## src/rtl/dmf_pkg.sv

```systemverilog
package dmf_pkg;

  localparam int OFF_W = 11;

  typedef enum logic [1:0] {
    LD_DFLT = 2'd0,
    LD_PAR  = 2'd1,
    LD_SER  = 2'd2
  } ld_mode_e;

  function automatic logic [OFF_W-1:0] dflt_off(input logic [2:0] code);
    logic [OFF_W-1:0] v;
    case (code)
      3'd0:    v = OFF_W'(8);
      3'd1:    v = OFF_W'(16);
      3'd2:    v = OFF_W'(64);
      3'd3:    v = OFF_W'(256);
      default: v = OFF_W'(1024);
    endcase
    return v;
  endfunction

endpackage

```

## src/rtl/dmf_cfg.sv

```systemverilog
module dmf_cfg
  import dmf_pkg::*;
(
  input  logic             clk,
  input  logic             rst_n,
  input  logic             mrst_n,
  input  logic             fwft_sel,
  input  logic [2:0]       off_sel,
  input  logic             ser_d,
  input  logic             ser_en,
  input  logic             wr_en,
  input  logic [OFF_W-1:0] din_off,
  output logic             fwft,
  output logic             done,
  output logic [OFF_W-1:0] ae_off,
  output logic [OFF_W-1:0] af_off
);

  localparam int SH_W  = 2 * OFF_W;
  localparam int SBW   = $clog2(SH_W);

  logic             fwft_q, fwft_d;
  logic             done_q, done_d;
  logic             pidx_q, pidx_d;
  ld_mode_e         how_q, how_d;
  logic [SBW-1:0]   nbit_q, nbit_d;
  logic [SH_W-2:0]  sh_q, sh_d;
  logic [OFF_W-1:0] ae_q, ae_d, af_q, af_d;
  logic [SH_W-1:0]  sh_full;

  always_comb begin
    fwft_d  = fwft_q;
    done_d  = done_q;
    pidx_d  = pidx_q;
    how_d   = how_q;
    nbit_d  = nbit_q;
    sh_d    = sh_q;
    ae_d    = ae_q;
    af_d    = af_q;
    sh_full = {sh_q, ser_d};
    if (!mrst_n) begin
      fwft_d = fwft_sel;
      pidx_d = 1'b0;
      nbit_d = '0;
      sh_d   = '0;
      if (off_sel <= 3'd4) begin
        how_d  = LD_DFLT;
        done_d = 1'b1;
        ae_d   = dflt_off(off_sel);
        af_d   = dflt_off(off_sel);
      end else begin
        how_d  = (off_sel == 3'd5) ? LD_PAR : LD_SER;
        done_d = 1'b0;
        ae_d   = '0;
        af_d   = '0;
      end
    end else if (!done_q) begin
      if (how_q == LD_PAR && wr_en) begin
        if (pidx_q) begin
          af_d   = din_off;
          done_d = 1'b1;
        end else begin
          ae_d   = din_off;
          pidx_d = 1'b1;
        end
      end else if (how_q == LD_SER && ser_en) begin
        sh_d   = sh_full[SH_W-2:0];
        nbit_d = nbit_q + SBW'(1);
        if (nbit_q == SBW'(SH_W - 1)) begin
          ae_d   = sh_full[SH_W-1:OFF_W];
          af_d   = sh_full[OFF_W-1:0];
          done_d = 1'b1;
        end
      end
    end
  end

  always_ff @(posedge clk or negedge rst_n) begin
    if (!rst_n) begin
      fwft_q <= 1'b0;
      done_q <= 1'b0;
      pidx_q <= 1'b0;
      how_q  <= LD_DFLT;
      nbit_q <= '0;
      sh_q   <= '0;
      ae_q   <= '0;
      af_q   <= '0;
    end else begin
      fwft_q <= fwft_d;
      done_q <= done_d;
      pidx_q <= pidx_d;
      how_q  <= how_d;
      nbit_q <= nbit_d;
      sh_q   <= sh_d;
      ae_q   <= ae_d;
      af_q   <= af_d;
    end
  end

  assign fwft   = fwft_q;
  assign done   = done_q;
  assign ae_off = ae_q;
  assign af_off = af_q;

  // mode changes only under master reset
  p_mode_kept_r2: assert property (@(posedge clk) disable iff (!rst_n)
    mrst_n |=> $stable(fwft_q));

  // once loaded, thresholds stay loaded until master reset
  p_done_sticky_r9: assert property (@(posedge clk) disable iff (!rst_n)
    (mrst_n && done_q) |=> done_q);

  p_off_kept_r11: assert property (@(posedge clk) disable iff (!rst_n)
    (mrst_n && done_q) |=> ($stable(ae_q) && $stable(af_q)));

endmodule

```

## src/rtl/dmf_core.sv

```systemverilog
module dmf_core #(
  parameter int DW    = 36,
  parameter int DEPTH = 64,
  localparam int AW   = $clog2(DEPTH),
  localparam int CW   = AW + 1
) (
  input  logic          clk,
  input  logic          rst_n,
  input  logic          clear,
  input  logic          fwft,
  input  logic          wr_req,
  input  logic [DW-1:0] din,
  input  logic          rd_en,
  input  logic          rt,
  output logic [DW-1:0] dout,
  output logic          ov,
  output logic [CW-1:0] mcnt
);

  logic [DW-1:0] mem [DEPTH];

  logic [AW-1:0] wptr_q, wptr_d, rptr_q, rptr_d;
  logic [CW-1:0] mcnt_q, mcnt_d, wcnt_q, wcnt_d;
  logic          ov_q, ov_d;
  logic [DW-1:0] dout_q, dout_d;
  logic          wr_ok, rd_std, ld_fw, mem_rd;

  always_comb begin
    wr_ok  = wr_req && (mcnt_q != CW'(DEPTH));
    rd_std = !fwft && rd_en && (mcnt_q != '0);
    ld_fw  = fwft && (mcnt_q != '0) && (!ov_q || rd_en);
    mem_rd = rd_std || ld_fw;

    wptr_d = wptr_q;
    rptr_d = rptr_q;
    mcnt_d = mcnt_q;
    wcnt_d = wcnt_q;
    ov_d   = ov_q;
    dout_d = dout_q;

    if (clear) begin
      wptr_d = '0;
      rptr_d = '0;
      mcnt_d = '0;
      wcnt_d = '0;
      ov_d   = 1'b0;
      dout_d = '0;
    end else if (rt) begin
      rptr_d = '0;
      mcnt_d = wcnt_q;
      ov_d   = 1'b0;
    end else begin
      if (wr_ok) begin
        wptr_d = wptr_q + AW'(1);
        if (wcnt_q != CW'(DEPTH)) wcnt_d = wcnt_q + CW'(1);
      end
      if (mem_rd) begin
        rptr_d = rptr_q + AW'(1);
        dout_d = mem[rptr_q];
      end
      mcnt_d = mcnt_q + CW'(wr_ok) - CW'(mem_rd);
      if (ld_fw)             ov_d = 1'b1;
      else if (fwft && rd_en) ov_d = 1'b0;
    end
  end

  always_ff @(posedge clk) begin
    if (wr_ok && !clear && !rt) mem[wptr_q] <= din;
  end

  always_ff @(posedge clk or negedge rst_n) begin
    if (!rst_n) begin
      wptr_q <= '0;
      rptr_q <= '0;
      mcnt_q <= '0;
      wcnt_q <= '0;
      ov_q   <= 1'b0;
      dout_q <= '0;
    end else begin
      wptr_q <= wptr_d;
      rptr_q <= rptr_d;
      mcnt_q <= mcnt_d;
      wcnt_q <= wcnt_d;
      ov_q   <= ov_d;
      dout_q <= dout_d;
    end
  end

  assign dout = dout_q;
  assign ov   = ov_q;
  assign mcnt = mcnt_q;

  // count bounded by the depth
  p_cnt_bound_r5: assert property (@(posedge clk) disable iff (!rst_n)
    mcnt_q <= CW'(DEPTH));

  // a full RAM with nothing leaving stays full
  p_no_overflow_r5: assert property (@(posedge clk) disable iff (!rst_n)
    (!clear && !rt && mcnt_q == CW'(DEPTH) && !mem_rd) |=> mcnt_q == CW'(DEPTH));

  // paired read and write keep the count
  p_rw_keep_r6: assert property (@(posedge clk) disable iff (!rst_n)
    (!clear && !rt && wr_ok && mem_rd) |=> mcnt_q == $past(mcnt_q));

  // waiting fall-through word holds without a read
  p_fw_hold_r4: assert property (@(posedge clk) disable iff (!rst_n)
    (!clear && !rt && fwft && ov_q && !rd_en) |=> (ov_q && $stable(dout_q)));

  // retransmit lands on the start with the written count
  p_rt_rewind_r12: assert property (@(posedge clk) disable iff (!rst_n)
    (!clear && rt) |=> (rptr_q == '0 && mcnt_q == $past(wcnt_q) && !ov_q));

endmodule

```

## src/rtl/dmf_flags.sv

```systemverilog
module dmf_flags
  import dmf_pkg::*;
#(
  parameter int DEPTH = 64,
  localparam int CW   = $clog2(DEPTH) + 1,
  localparam int XW   = ((CW > OFF_W) ? CW : OFF_W) + 1
) (
  input  logic             clk,
  input  logic             rst_n,
  input  logic             fwft,
  input  logic             done,
  input  logic [CW-1:0]    mcnt,
  input  logic             ov,
  input  logic [OFF_W-1:0] ae_off,
  input  logic [OFF_W-1:0] af_off,
  output logic             avail,
  output logic             space,
  output logic             alm_empty,
  output logic             alm_full
);

  logic [XW-1:0] held, room;

  always_comb begin
    held      = XW'(mcnt) + XW'(fwft & ov);
    room      = XW'(DEPTH) - XW'(mcnt);
    avail     = fwft ? ov : (mcnt != '0);
    space     = done && (mcnt != CW'(DEPTH));
    alm_empty = held <= XW'(ae_off);
    alm_full  = room <= XW'(af_off);
  end

  // a full RAM always reports almost-full
  p_full_af_r8: assert property (@(posedge clk) disable iff (!rst_n)
    (mcnt == CW'(DEPTH)) |-> alm_full);

  // nothing available in standard mode implies almost-empty
  p_empty_ae_r8: assert property (@(posedge clk) disable iff (!rst_n)
    (!fwft && !avail) |-> alm_empty);

endmodule

```

## src/rtl/dmf_top.sv

```systemverilog
module dmf_top
  import dmf_pkg::*;
#(
  parameter int DW    = 36,
  parameter int DEPTH = 64,
  localparam int CW   = $clog2(DEPTH) + 1
) (
  input  logic          clk,
  input  logic          rst_n,
  input  logic          mrst_n,
  input  logic          prst_n,
  input  logic          fwft_sel,
  input  logic [2:0]    off_sel,
  input  logic          ser_d,
  input  logic          ser_en,
  input  logic          wr_en,
  input  logic [DW-1:0] din,
  input  logic          rd_en,
  input  logic          rt,
  output logic [DW-1:0] dout,
  output logic          avail,
  output logic          space,
  output logic          alm_empty,
  output logic          alm_full
);

  logic [1:0]       rsync_q;
  logic             rst_s_n;
  logic             fwft, done, ov, clear;
  logic [OFF_W-1:0] ae_off, af_off;
  logic [CW-1:0]    mcnt;

  always_ff @(posedge clk or negedge rst_n) begin
    if (!rst_n) rsync_q <= 2'b00;
    else        rsync_q <= {rsync_q[0], 1'b1};
  end
  assign rst_s_n = rsync_q[1];

  assign clear = !mrst_n || !prst_n;

  dmf_cfg u_cfg (
    .clk      (clk),
    .rst_n    (rst_s_n),
    .mrst_n   (mrst_n),
    .fwft_sel (fwft_sel),
    .off_sel  (off_sel),
    .ser_d    (ser_d),
    .ser_en   (ser_en),
    .wr_en    (wr_en),
    .din_off  (din[OFF_W-1:0]),
    .fwft     (fwft),
    .done     (done),
    .ae_off   (ae_off),
    .af_off   (af_off)
  );

  dmf_core #(.DW(DW), .DEPTH(DEPTH)) u_core (
    .clk    (clk),
    .rst_n  (rst_s_n),
    .clear  (clear),
    .fwft   (fwft),
    .wr_req (wr_en && done),
    .din    (din),
    .rd_en  (rd_en),
    .rt     (rt),
    .dout   (dout),
    .ov     (ov),
    .mcnt   (mcnt)
  );

  dmf_flags #(.DEPTH(DEPTH)) u_flags (
    .clk       (clk),
    .rst_n     (rst_s_n),
    .fwft      (fwft),
    .done      (done),
    .mcnt      (mcnt),
    .ov        (ov),
    .ae_off    (ae_off),
    .af_off    (af_off),
    .avail     (avail),
    .space     (space),
    .alm_empty (alm_empty),
    .alm_full  (alm_full)
  );

endmodule

```

## config.mk

```make
export PLATFORM = sky130hd
export DESIGN_NAME = dmf_top
export DESIGN_NICKNAME = d
export VERILOG_FILES = /design/src/rtl/dmf_pkg.sv /design/src/rtl/dmf_cfg.sv /design/src/rtl/dmf_core.sv /design/src/rtl/dmf_flags.sv /design/src/rtl/dmf_top.sv
export SDC_FILE = /design/constraint.sdc
export NUM_CORES = 2
export LEC_CHECK = 0
export BUFFER_PORTS_ARGS = -buffer_cell sky130_fd_sc_hd__clkbuf_2
export CORE_MARGIN = 3
export CORE_UTILIZATION = 33
export CTS_CLUSTER_SIZE = 25
export DETAILED_ROUTE_END_ITERATION = 7
export GPL_TIMING_DRIVEN = 0
export REMOVE_ABC_BUFFERS = 1
export SYNTH_ARGS = -nofsm -noshare
export SYNTH_HDL_FRONTEND = slang
export SYNTH_SLANG_ARGS = --single-unit
```

## constraint.sdc

```tcl
create_clock -name clk -period 5.5 [get_ports clk]
set_input_delay 1.1 -clock clk [delete_from_list [all_inputs] [get_ports clk]]
set_output_delay 1.1 -clock clk [all_outputs]
set_load 0.1 [all_outputs]
```

======== Word level (Yosys, flattened, before mapping) ========
Memories as Yosys holds them, arrays and structs flattened.
Cells that the tools add are included.
word-level totals
  bits in registers ....................... 118
  memory bits (writable) .................. 2304
  input port bits ......................... 49
  logic and storage cells ................. 137
  memories ................................ 1
memories
  memory      words  width  rd ports  clocked after memory_dff  wr ports  line            source
  u_core.mem  64     36     1         0                         1         dmf_core.sv:20  logic [DW-1:0] mem [DEPTH];
operators by class
  add/subtract/negate cells ............... 8
  $lt $le $gt $ge ......................... 3
  eq/ne operators ......................... 18
  muxes and demuxes ....................... 56
  bitwise operators ....................... 1
  reduce and logical (&&, ||, !) cells .... 35
operators with widths
  cell                   count
  $mux W11               13
  $mux W36               3
  $mux W21               4
  $pmux W11 S4           1
  $mux W7                6
  $mux W6                6
  $le A12 B11 Y1         2
  $mux W5                4
  $mux W1                17
  $ne A7 B7 Y1 const B   2
  $add A6 B1 Y6 const B  2
  $add A7 B12 Y12        1
  $logic_and A1 B1 Y1    12
  $reduce_and A4 Y1      2
  $sub A7 B7 Y8 const A  1
  $add A7 B1 Y7          1
  $add A7 B1 Y7 const B  1
  $reduce_bool A7 Y1     1
  $sub A7 B1 Y7          1
  $eq A3 B2 Y1 const B   2
  $logic_not A1 Y1       6
  $ne A2 B1 Y1 const B   3
  $ne A3 B1 Y1 const B   2
  $reduce_and A2 Y1      3
  18 further kinds       25

======== Depth between registers and ports, before layout ========
  word-level depth ........................ 7
  gate-level depth with buffers ........... 15
  gate-level depth less buffers ........... 15

======== By module ========
A second synthesis with hierarchy kept.
unflattened totals
  cell total of the unflattened synthesis .. 4493
  area, all modules ....................... 94569.4 um^2
modules (own cells, without submodules)
  module     instances  cells each  area each (um^2)  sequential area each (um^2)
  dmf_core   1          4126        91103.6           70762.9
  dmf_cfg    1          256         2617.5            1326.3
  dmf_flags  1          106         784.5             0.0
  dmf_top    1          5           63.8              50.0

======== Worst setup path after synthesis ========
Ideal clock, no wire load.
  path kind ............................... reg2out
  start point ............................. register u_cfg.fwft_q (netlist: u_cfg.fwft)
  end point ............................... output alm_empty
  arrival ................................. 4.149 ns
  required time ........................... 4.400 ns
  setup slack ............................. 0.251 ns
  cell stages (with the launch flop) ...... 11
  cell sequence ........................... dfrtp_1 -> and2_1 -> ha_1 -> ha_1 -> ha_1 -> nor2b_1 -> o21a_1 -> o21a_1 -> o21ai_0 -> a21oi_1 -> o31ai_1
between the ends
  longest elaborated chain between the ends .. 3
RTL lines
  element                   line             source
  start: declaration        dmf_cfg.sv:22    logic fwft_q, fwft_d;
  start signal: assignment  dmf_cfg.sv:89    fwft_q <= fwft_d;
  $and A1 B1 Y1             dmf_flags.sv:25  held = XW'(mcnt) + XW'(fwft & ov);
  $add A7 B12 Y12           dmf_flags.sv:25
  $le A12 B11 Y1            dmf_flags.sv:29  alm_empty = held <= XW'(ae_off);
  end: declaration          dmf_top.sv:23    output logic alm_empty,
Every way passes these cells.

======== Final worst setup path ========
  start point ............................. register u_core.mcnt_q[2] (netlist: u_core.mcnt[2])
  end point ............................... output alm_full
between the ends
  longest elaborated chain between the ends .. 2
RTL lines
  element                   line             source
  start: declaration        dmf_core.sv:23   logic [CW-1:0] mcnt_q, mcnt_d, wcnt_q, wcnt_d;
  start signal: assignment  dmf_core.sv:82   mcnt_q <= mcnt_d;
  $sub A7 B7 Y8             dmf_flags.sv:26  room = XW'(DEPTH) - XW'(mcnt);
  $le A12 B11 Y1            dmf_flags.sv:30  alm_full = room <= XW'(af_off);
  end: declaration          dmf_top.sv:24    output logic alm_full
Every way passes these cells.

==> metrics.md <==
| Metric | Value |
|---|---|
| Status | `finished clean` |
| Post-detailed-route count of antenna-violating nets | `0` |
| Hold Vio Cnt, Final | `0` |
| Core Util, Final | `39.0%` |
| CP Data Required Time | `4400 ps` |
| Reg clk slew, reported paths | `60 ps` |
| CTS Buffer Depth | `3` |
| Num rows | `195` |
| CTS sink count | `2,422` |
| PortBufs | `88` |
| VDD IR max | `0.000296 V` |
| GRT Total Usage | `17.4%` |
| Starting DRT DRC Count | `roughly 5,600` |
| Leak Pwr | `between 0.03 and 0.04 uW` |
| Relative slew slack | `under 10%` |
| PnR Total Power | `roughly 38,000 uW` |
| Synthesis-to-finish area growth | `17.4%` |
| Die Ht | `539 um` |
| Yosys warns | `0` |
| Initial antenna violation count | `18` |
| Combinational share of power | `under 10%` |
| DR vias | `47,900` |
| Setup violators final | `0` |
| Multiplexer area fraction after synthesis | `13.9%` |
| GPL Wtd Cong | `0.774` |
| CP max stage cell | `clkbuf_2` |
| Mean Syn Cell Area | `20.3 um2` |
| DR vias/cell | `5.43` |
| Internal | `30,000 uW` |
| PwrDens | `345 mW/mm2` |
| Yosys top cell area share | `73.8%` |
| DR pass1 iterations | `6` |
| Fraction of the mapped netlist area in adder cells | `less than 1%` |
| Area contributors post-synth | `edfxtp_1 (74%), mux4_2 (10%), dfrtp_1 (3.2%)` |
| Clock power share | `42.6%` |
| Switching fraction of total power | `between 20% and 30%` |
| Commonest non-fill, non-tap cell in the layout | `edfxtp_1` |
| Number of global-route vias before repair | `47,700` |
| Largest area contributor in the netlist | `edfxtp_1` |
| FMAX | `about 0.2 GHz` |
| Worst-Skew Late Latency | `890 ps` |
| Period utilization | `92.0%` |
| Sequential share of power | `53.4%` |
| Compound-Gate Fraction of Synth Area | `3.86%` |
| Simple-Gate Fraction of Synth Area | `between 2 and 3%` |
| EDFF count, synth | `2,304` |
| Core ar. | `0.283 mm2` |
| Placed cell count | `8,373` |
| Most frequent cells in the layout | `edfxtp_1 (2,304), mux4_2 (419), clkbuf_16 (238)` |
| Setup TNS | `0 ps` |
| Startpoint types | `flop` |
| Layout cell share with drive strength beyond 1 | `24.9%` |
| CP Class | `reg -> out` |
| DR WL/cell | `29.1 um` |
| Sequential area share after synthesis | `77.0%` |
| Remaining DRCs | `0` |
| RSZ-0062 raised after global routing | `false` |
| Final number of max-transition violations | `0` |
| Post-synthesis async set-or-reset flop share | `4.87%` |
| Largest family of logic cells by synthesized area | `multiplexers` |
| Total routed wirelength | `around 260,000 um` |
| P_sw | `7930 uW` |
| Worst slew pin tran | `1400 ps` |
| Post-Layout Cell Count | `8,831` |
| Die ar. | `0.290 mm2` |
| Die Width | `539 um` |
| Clock root cell | `clkbuf_16` |
| Starting Density | `33.2%` |
| Largest net degree at the start of global routing | `66` |
| Synth cell types | `73` |
| CTS Buf Count | `233` |
| Met3 Routed Length | `22,300 um` |
| Dpl hpwl | `160,000 um` |
| Syn Inst Count | `4,616` |
| Nets@finish | `around 5,000` |
| Main synth FF type | `edfxtp_1` |
| Postcts setup bufs | `0` |
| Crit path cell chain | `inv_1 > ha_1 > nor2b_1 > a31oi_1 > ha_1 > and4_1 > a2111oi_0 > nand3_1 > o21ai_0 > clkbuf_2` |
| Met2 WL | `123,000 um` |
| Min cycle time layout | `slightly above 5000 ps` |
| Htree depth | `4` |
| CTS tree | `built` |
| Crit-path max cell delay | `just under 500 ps` |
| Final Skew | `39.2 ps` |
| Most Frequent Cell on Critical Path | `ha_1` |
| Nature of the critical path endpoint | `primary output` |
| Cell Area, Synth | `about 0.094 mm2` |
| Synth Area in XOR/XNOR | `0.280%` |
| Seq cells post-synth | `around 2,400` |
| Crit-path max FO | `6` |
| Worst min path class | `reg -> async` |
| Worst Path Arrival | `3960 ps` |
| Total gr overflow | `0` |
| WL met1 | `104,000 um` |
| First-pass GRT wire length | `364,000 um` |
| Max Cap Viol | `0` |
| Highest metal used | `met5` |
| IO Pins | `89` |
## per-stage QoR
stage | hold WS (ps) | setup WS [ps] | instance area [um2]
6_report | 343 | 442 | 110000
5_1_grt | 366 | 195 | 110000
4_1_cts | 353 | 368 | 110000
3_5_place_dp | 334 | -186 | 102000
3_3_place_gp | 337 | -34470 | 97500
2_1_floorplan | 331 | -21420 | 92300
## layout make-up
type	instances	area, um2
Timing Repair Buffer	285	4700
Antenna cell	6	15.0
Tap cell	3743	4680
Clock buffer	292	6300
Inverter	40	150
Sequential cell	2422	72200
Clock inverter	142	1440
Multi-Input combinational cell	1901	20600
Fill cell	25100	172000
## worst max-delay path: cells and delay by family, from the launching register on
kind,cells,cell delay [ps]
AO/OA/AOI/OAI,3,930
adder cells (fa/ha/maj),2,530
buffers and inverters,2,630
flip-flops,1,480
AND/OR/NAND/NOR,3,530
## synthesized netlist by cell type (5+ instances only)
cell	instances
o21bai_1	9
nand4_1	10
o211ai_1	36
buf_4	41
clkbuf_1	98
inv_1	38
buf_1	19
o21ai_1	14
nor4_1	65
or3_1	6
a21boi_0	27
nand2_1	148
ha_1	44
a22oi_1	99
nand2b_1	8
mux4_2	419
edfxtp_1	2304
o21ai_0	44
dfrtp_1	118
a221o_1	32
o221ai_1	28
xnor2_1	19
a21oi_1	46
o32a_1	7
buf_2	71
mux2i_1	234
nor3_1	20
o22ai_1	147
xor2_1	11
nor2b_1	18
nand3_1	30
and2_1	11
buf_6	20
nand3b_1	8
o21a_1	5
mux2_2	115
nor2_1	186
## power by group through the flow
stage                     clock network, uW  logic [uW]  registers, uW
final                                 16200        1530          20300
after global routing                  17100        1650          20300
after CTS                             16400        1510          20300
after detailed placement                  0        1500          20700
after global placement                    0        2440          20900
after floorplan                           0        1540          20900
## registers in the layout, indices dropped and copies added (netlist names), 2 cells and up
| name | cells |
|---|---|
| u_core.mem | 2304 |
| u_core.dout | 36 |
| u_cfg.sh_q | 21 |
| u_cfg.ae_off | 11 |
| u_cfg.af_off | 11 |
| u_core.mcnt | 7 |
| u_core.wcnt_q | 7 |
| u_core.rptr_q | 6 |
| u_core.wptr_q | 6 |
| u_cfg.nbit_q | 5 |
| rsync_q | 2 |
| u_cfg.how_q | 2 |
## cell families (layout without fill, tap and decap cells)
| kind of cell | Yosys count | count (layout) |
|---|---|---|
| multiplexers | 768 | 768 |
| flip-flops | 2422 | 2422 |
| adder cells (fa/ha/maj) | 45 | 45 |
| AO/OA/AOI/OAI | 520 | 520 |
| AND/OR/NAND/NOR | 537 | 537 |
| other | 1 | 7 |
| buffers and inverters | 293 | 759 |
| XOR/XNOR | 30 | 30 |
## worst paths after layout
path,from,to,slack (ps),cells past startpoint
min in group clk,rsync_q[0]$_DFF_PN0_,rsync_q[1]$_DFF_PN0_,350,0
max in group asynchronous,rsync_q[1]$_DFF_PN0_,u_core.rptr_q[1]$_DFFE_PN0P_,4090,2
max,u_core.mcnt[2]$_DFF_PN0_,alm_full,440,10
min reg2reg,rsync_q[1]$_DFF_PN0_,u_core.dout[23]$_DFFE_PN0P_,340,0
max reg2reg,u_core.rptr_q[2]$_DFFE_PN0P_,u_core.dout[5]$_DFFE_PN0P_,1070,10
min,rsync_q[1]$_DFF_PN0_,u_core.dout[23]$_DFFE_PN0P_,340,0
## per-layer routing
layer | track usage, % | up-vias
met4 | 5.21 | 6
met1 | 23.7 | 25700
met3 | 3.72 | 438
met5 | 0 | -
li1 | - | 19700
met2 | 27.9 | 2140
## timing repair
action | in CTS | in global routing
hold buffers | 1 | 0
endpoints found under the hold margin | 2 | 0
resized for setup | 0 | 0
Note: power is estimated with default switching activity, not from simulation.
